### src/rtl/pdt_pkg.sv
package pdt_pkg;
  typedef enum logic [2:0] {
    PH_IDLE,
    PH_DEAD_LH,
    PH_HIGH,
    PH_DEAD_HL,
    PH_LOW
  } phase_t;

  localparam int N_GAPS = 2;
  localparam int GAP_LH = 0;
  localparam int GAP_HL = 1;
endpackage

### src/rtl/pdt_trim.sv
module pdt_trim #(
  parameter int CNT_W = 4
) (
  input  logic             clk,
  input  logic             rst_n,
  input  logic             en,
  input  logic             active,
  input  logic             done,
  input  logic             diode,
  output logic [CNT_W-1:0] trim
);
  localparam logic [CNT_W-1:0] TRIM_MAX = '1;
  localparam logic [CNT_W-1:0] TRIM_MIN = '0;

  logic seen;
  logic hit;

  assign hit = seen | diode;

  always_ff @(posedge clk or negedge rst_n) begin
    if (!rst_n) begin
      trim <= TRIM_MAX;
      seen <= 1'b0;
    end else if (!en) begin
      trim <= TRIM_MAX;
      seen <= 1'b0;
    end else if (done) begin
      seen <= 1'b0;
      if (hit) begin
        if (trim != TRIM_MIN) trim <= trim - 1'b1;
      end else if (trim != TRIM_MAX) begin
        trim <= trim + 1'b1;
      end
    end else if (active && diode) begin
      seen <= 1'b1;
    end
  end

  // trim moves by at most one step per cycle
  a_r5_unit_step: assert property (@(posedge clk) disable iff (!rst_n)
    (en && $past(en)) |->
      ((trim == $past(trim)) || (trim == $past(trim) + 1'b1) || (trim + 1'b1 == $past(trim))));

  // disabled block holds the maximum trim
  a_r1_trim_max: assert property (@(posedge clk) disable iff (!rst_n)
    !en |=> (trim == TRIM_MAX));

  // trim changes only at the end of its own interval
  a_r7_change_at_end: assert property (@(posedge clk) disable iff (!rst_n)
    (en && !done) |=> (trim == $past(trim)) || !en);

  // end-of-interval strobe comes only from inside the interval
  a_r3_done_inside: assert property (@(posedge clk) disable iff (!rst_n)
    done |-> active);
endmodule

### src/rtl/pdt_sequencer.sv
module pdt_sequencer
  import pdt_pkg::*;
#(
  parameter int CNT_W = 4
) (
  input  logic             clk,
  input  logic             rst_n,
  input  logic             en,
  input  logic             pwm_req,
  input  logic [CNT_W-1:0] trim_lh,
  input  logic [CNT_W-1:0] trim_hl,
  output logic             active_lh,
  output logic             active_hl,
  output logic             done_lh,
  output logic             done_hl,
  output logic             hs_on,
  output logic             ls_on
);
  phase_t           phase, phase_nxt;
  logic [CNT_W-1:0] timer;

  assign active_lh = (phase == PH_DEAD_LH);
  assign active_hl = (phase == PH_DEAD_HL);
  assign done_lh   = active_lh && (timer == trim_lh);
  assign done_hl   = active_hl && (timer == trim_hl);
  assign hs_on     = (phase == PH_HIGH);
  assign ls_on     = (phase == PH_LOW);

  always_comb begin
    phase_nxt = phase;
    unique case (phase)
      PH_IDLE:    phase_nxt = pwm_req ? PH_DEAD_LH : PH_DEAD_HL;
      PH_DEAD_LH: if (done_lh) phase_nxt = PH_HIGH;
      PH_HIGH:    if (!pwm_req) phase_nxt = PH_DEAD_HL;
      PH_DEAD_HL: if (done_hl) phase_nxt = PH_LOW;
      PH_LOW:     if (pwm_req) phase_nxt = PH_DEAD_LH;
      default:    phase_nxt = PH_IDLE;
    endcase
  end

  always_ff @(posedge clk or negedge rst_n) begin
    if (!rst_n) begin
      phase <= PH_IDLE;
      timer <= '0;
    end else if (!en) begin
      phase <= PH_IDLE;
      timer <= '0;
    end else begin
      phase <= phase_nxt;
      timer <= (phase_nxt != phase) ? '0 : timer + 1'b1;
    end
  end

  a_r2_no_overlap: assert property (@(posedge clk) disable iff (!rst_n)
    !(hs_on && ls_on));

  // high side rises only after a cycle with the low side off
  a_r3_hs_after_gap: assert property (@(posedge clk) disable iff (!rst_n)
    $rose(hs_on) |-> !$past(ls_on));

  // low side rises only after a cycle with the high side off
  a_r4_ls_after_gap: assert property (@(posedge clk) disable iff (!rst_n)
    $rose(ls_on) |-> !$past(hs_on));

  a_r1_off_when_disabled: assert property (@(posedge clk) disable iff (!rst_n)
    !en |=> (!hs_on && !ls_on));
endmodule

### src/rtl/predictive_deadtime.sv
module predictive_deadtime
  import pdt_pkg::*;
#(
  parameter int CNT_W = 4
) (
  input  logic clk,
  input  logic rst_n,
  input  logic en,
  input  logic pwm_req,
  input  logic diode_flag,
  output logic hs_on,
  output logic ls_on
);
  logic [CNT_W-1:0] trim   [N_GAPS];
  logic             active [N_GAPS];
  logic             done   [N_GAPS];

  pdt_sequencer #(.CNT_W(CNT_W)) u_seq (
    .clk       (clk),
    .rst_n     (rst_n),
    .en        (en),
    .pwm_req   (pwm_req),
    .trim_lh   (trim[GAP_LH]),
    .trim_hl   (trim[GAP_HL]),
    .active_lh (active[GAP_LH]),
    .active_hl (active[GAP_HL]),
    .done_lh   (done[GAP_LH]),
    .done_hl   (done[GAP_HL]),
    .hs_on     (hs_on),
    .ls_on     (ls_on)
  );

  for (genvar g = 0; g < N_GAPS; g++) begin : g_trim
    pdt_trim #(.CNT_W(CNT_W)) u_trim (
      .clk    (clk),
      .rst_n  (rst_n),
      .en     (en),
      .active (active[g]),
      .done   (done[g]),
      .diode  (diode_flag),
      .trim   (trim[g])
    );
  end
endmodule

### config.mk
export PLATFORM = sky130hd
export DESIGN_NAME = predictive_deadtime
export DESIGN_NICKNAME = d
export VERILOG_FILES = /design/src/rtl/pdt_pkg.sv /design/src/rtl/pdt_trim.sv /design/src/rtl/pdt_sequencer.sv /design/src/rtl/predictive_deadtime.sv
export SDC_FILE = /design/constraint.sdc
export NUM_CORES = 1
export LEC_CHECK = 0
export ABC_AREA = 1
export BUFFER_PORTS_ARGS = -buffer_cell sky130_fd_sc_hd__clkbuf_2
export CAP_MARGIN = 10
export CORE_ASPECT_RATIO = 1.25
export CORE_MARGIN = 5
export CORE_UTILIZATION = 60
export DETAILED_ROUTE_END_ITERATION = 6
export GPL_ROUTABILITY_DRIVEN = 1
export GPL_TIMING_DRIVEN = 0
export PLACE_DENSITY = 0.77
export SYNTH_ARGS = -nofsm -noshare
export SYNTH_HDL_FRONTEND = slang
export SYNTH_SLANG_ARGS = --single-unit
### constraint.sdc
create_clock -name clk -period 2.4 [get_ports clk]
set_input_delay 0.36 -clock clk [delete_from_list [all_inputs] [get_ports clk]]
set_output_delay 0.36 -clock clk [all_outputs]
set_load 0.005 [all_outputs]
==> impl_metrics.toml <==
[pwr]
cellLeakagePower_nw = 0.665
clockPowerShare = 0.180
power_switching_share = 0.398
peakVddDrop_v = 0.000435
p_sw_w = 0.000361
pwr-share-seq = 0.450
p_int_w = 0.000547
powerDensity_nw_per_um2 = 684
combinationalPowerShare = 0.370

[final_layout]
antennaDiodeCount = 0
drive_gt1_frac = 0.213
finish.instance_area_um2 = 1330
layout.cells.non_filler = 203
nets = 196
area_delta_synth_final_pct = 7.50
fillers = 183

[global_routing]
overflow = 0
grt_pass1_wl_um = 4600
grt_max_degree = 18
track_usage = 0.193
antenna_found_initial = 0
grt_pass1_vias = 1112

[setup_path]
r2r_end = "g_trim[1].u_trim.trim[3]"
required_ns = 2.65
crit_start = "g_trim[1].u_trim.seen"
ff2ff_path_depth = 10
endpoint_kind = "register"
rrSetupSlack_ns = 0.73
rr_startpoint = "g_trim[1].u_trim.seen"
cp-start-kind = "register"
crit_path_end = "g_trim[1].u_trim.trim[3]"
arrival_ns = 1.91
critPathKind = "register to register"
crit_path_max_fanout = 4

[clock_network]
clkSinkCount = 17
worstSkewPairLatency_ns = 0.31
clockBufferDepth = 2
path_clk_slew_ns = 0.11
htreeDepth = 1
root_buffer = "clkbuf_4"
numCtsBuffers = 3
cts_tree = "built"
post_cts_buffers = 0

[synth]
synth_nets = 184
yosys.area.top_type = "dfrtp_1"
synth.area.top_cells = "dfrtp_1, dfstp_2, nand2_1"
yosysSeqAreaShare = 0.353
synthSimpleGateAreaFrac = 0.357
synth_top_family_by_area = "simple AND/OR/NAND/NOR gates"
synth-xor-area-share = 0.00710
ys_types = 30
syn_inst = 172
synth_compound_area_frac = 0.116
ys_seq_elements = 17
syn_avg_cell_area_um2 = 7.17
yosysWarnings = 0
synthAdderAreaFrac = 0.0832
netlist_area_um2 = 1230
muxShareOfSynthArea = 0
synth_top_area_frac = 0.183

[timing]
fin_ws_ns = 0.734
timing.final.hold_violations = 0
finalSetupTns_ns = 0
finalSetupViolations = 0
post-route-min-period_ns = 1.67
clock.fmax_ghz = 0.600
period_share = 0.694
rsz0062_at_grt = "no"
skew_ns = 0.00440
final_max_slew_viol_count = 0
hold_slack_ns = 0.320
worst_slew_pin_slew_ns = 0.427
relSlewSlack = 0.715

[route]
drt-initial-drc-count = 15
drcViolationCount = 0
routedWlPerCell_um = 12.3
viasPerCell = 5.61
wl_um = 2500
vias = 1138
first_pass_iters = 4
drt.antenna.violating_nets = 0

[place]
place_area_um2 = 1290
dp.cells = 198
port-buffer-count = 6
place.gp.congestion = 0.872
pre_cts_ws_ns = 0.631
dpl.hpwl_um = 1950

[min_path]
hold_path_class = "input port to register"

[die]
die_w_um = 50.6
start_util = 0.622
die_h_um = 60.7
dieArea_um2 = 3070
io_pins = 7
coreArea_um2 = 1980
rows = 18

[run]
drv_cap = 0

[run_status]
status = "complete, no violations"
[cell usage after synthesis]
| cell type | count |
|---|---|
| a211oi_1 | 2 |
| a21oi_1 | 9 |
| a21oi_2 | 1 |
| a31oi_1 | 1 |
| buf_2 | 1 |
| clkinv_1 | 1 |
| clkinv_4 | 1 |
| dfrtp_1 | 9 |
| dfstp_2 | 8 |
| fa_1 | 2 |
| ha_1 | 5 |
| inv_1 | 17 |
| inv_2 | 6 |
| nand2_1 | 49 |
| nand2_2 | 4 |
| nand3_1 | 2 |
| nand3_2 | 2 |
| nand3_4 | 1 |
| nand3b_1 | 1 |
| nand4_1 | 3 |
| nor2_1 | 23 |
| nor2_2 | 3 |
| nor3_1 | 4 |
| nor3_2 | 1 |
| nor3_4 | 1 |
| nor4_1 | 1 |
| o21ai_0 | 6 |
| o21ai_1 | 6 |
| o31ai_1 | 1 |
| xnor2_1 | 1 |
[kinds of logic (layout without fill, tap and decap cells)]
family	Yosys count	in the layout
AND/OR/NAND/NOR	95	95
adder cells (fa/ha/maj)	7	7
XOR/XNOR	1	1
flip-flops	17	17
AO/OA/AOI/OAI	26	26
buffers and inverters	26	37
[how the worst min path moves through the flow]
stage,start,to,depth (start not counted)
2_1_floorplan,rst_n,g_trim[0].u_trim.seen,0
3_3_place_gp,rst_n,g_trim[1].u_trim.seen,1
3_5_place_dp,rst_n,g_trim[1].u_trim.seen,1
4_1_cts,diode_flag,g_trim[1].u_trim.seen,3
5_1_grt,diode_flag,g_trim[1].u_trim.seen,3
6_report,diode_flag,g_trim[1].u_trim.seen,3
[per-stage QoR]
step / util / total power (W)
after floorplan: - / 0.000667
after CTS: 0.669 / 0.000911
after global routing: 0.669 / 0.000992
final: 0.669 / 0.000907
after global placement: 0.650 / 0.000730
after detailed placement: 0.650 / 0.000747
[power by group through the flow]
stage          clock, W  combinational [W]  sequential (W)
2_1_floorplan         0           0.000269        0.000398
3_3_place_gp          0           0.000320        0.000410
3_5_place_dp          0           0.000334        0.000413
4_1_cts        0.000165           0.000338        0.000408
5_1_grt        0.000183           0.000391        0.000418
6_report       0.000163           0.000336        0.000409
[cell type report]
cell class | instances | area, um2 | share of cell area
Clock inverter | 1 | 5.00 | 0.00377
Inverter | 25 | 98.8 | 0.0745
Clock buffer | 3 | 22.5 | 0.0170
Multi-Input combinational cell | 129 | 694 | 0.524
Buffer | 1 | 5.00 | 0.00377
Timing Repair Buffer | 7 | 40.0 | 0.0302
Tap cell | 20 | 25.0 | 0.0189
Sequential cell | 17 | 435 | 0.328
[per-layer routing]
| layer | global-route usage | up-vias | wire, um |
|---|---|---|---|
| li1 | - | 577 | - |
| met1 | 0.223 | 529 | 1120 |
| met2 | 0.335 | 21 | 1210 |
| met3 | 0.0295 | 11 | 80 |
| met4 | 0.117 | 0 | 92 |
| met5 | 0 | - | 0 |
[flip-flops by register name, summed over array words and instances (netlist names)]
name / count
g_trim.u_trim.trim: 8
u_seq.timer: 4
u_seq.phase: 3
g_trim.u_trim.seen: 2
[repair_timing]
item	in CTS	in global routing
hold endpoints to repair	9	0
hold buffers	1	0
gates resized for setup	0	0
[cells in the final DEF, fill, tap and decap left out, types with 3 or more instances in the layout]
cell type	n
a21oi_1	9
clkbuf_2	6
clkbuf_4	3
dfrtp_1	9
dfstp_2	8
ha_1	5
inv_1	17
inv_2	6
nand2_1	49
nand2_2	4
nand4_1	3
nor2_1	23
nor2_2	3
nor3_1	4
o21ai_0	6
o21ai_1	6
[critical path, stage by stage (launching register included)]
cell	delay, ns
dfrtp_1	0.39
nor2_1	0.15
inv_1	0.11
ha_1	0.34
nand2_1	0.07
nor2_1	0.04
a211oi_1	0.21
a21oi_1	0.09
o21ai_0	0.08
nand2_1	0.06
o21ai_1	0.07
Power figures use the tool's default switching activity.
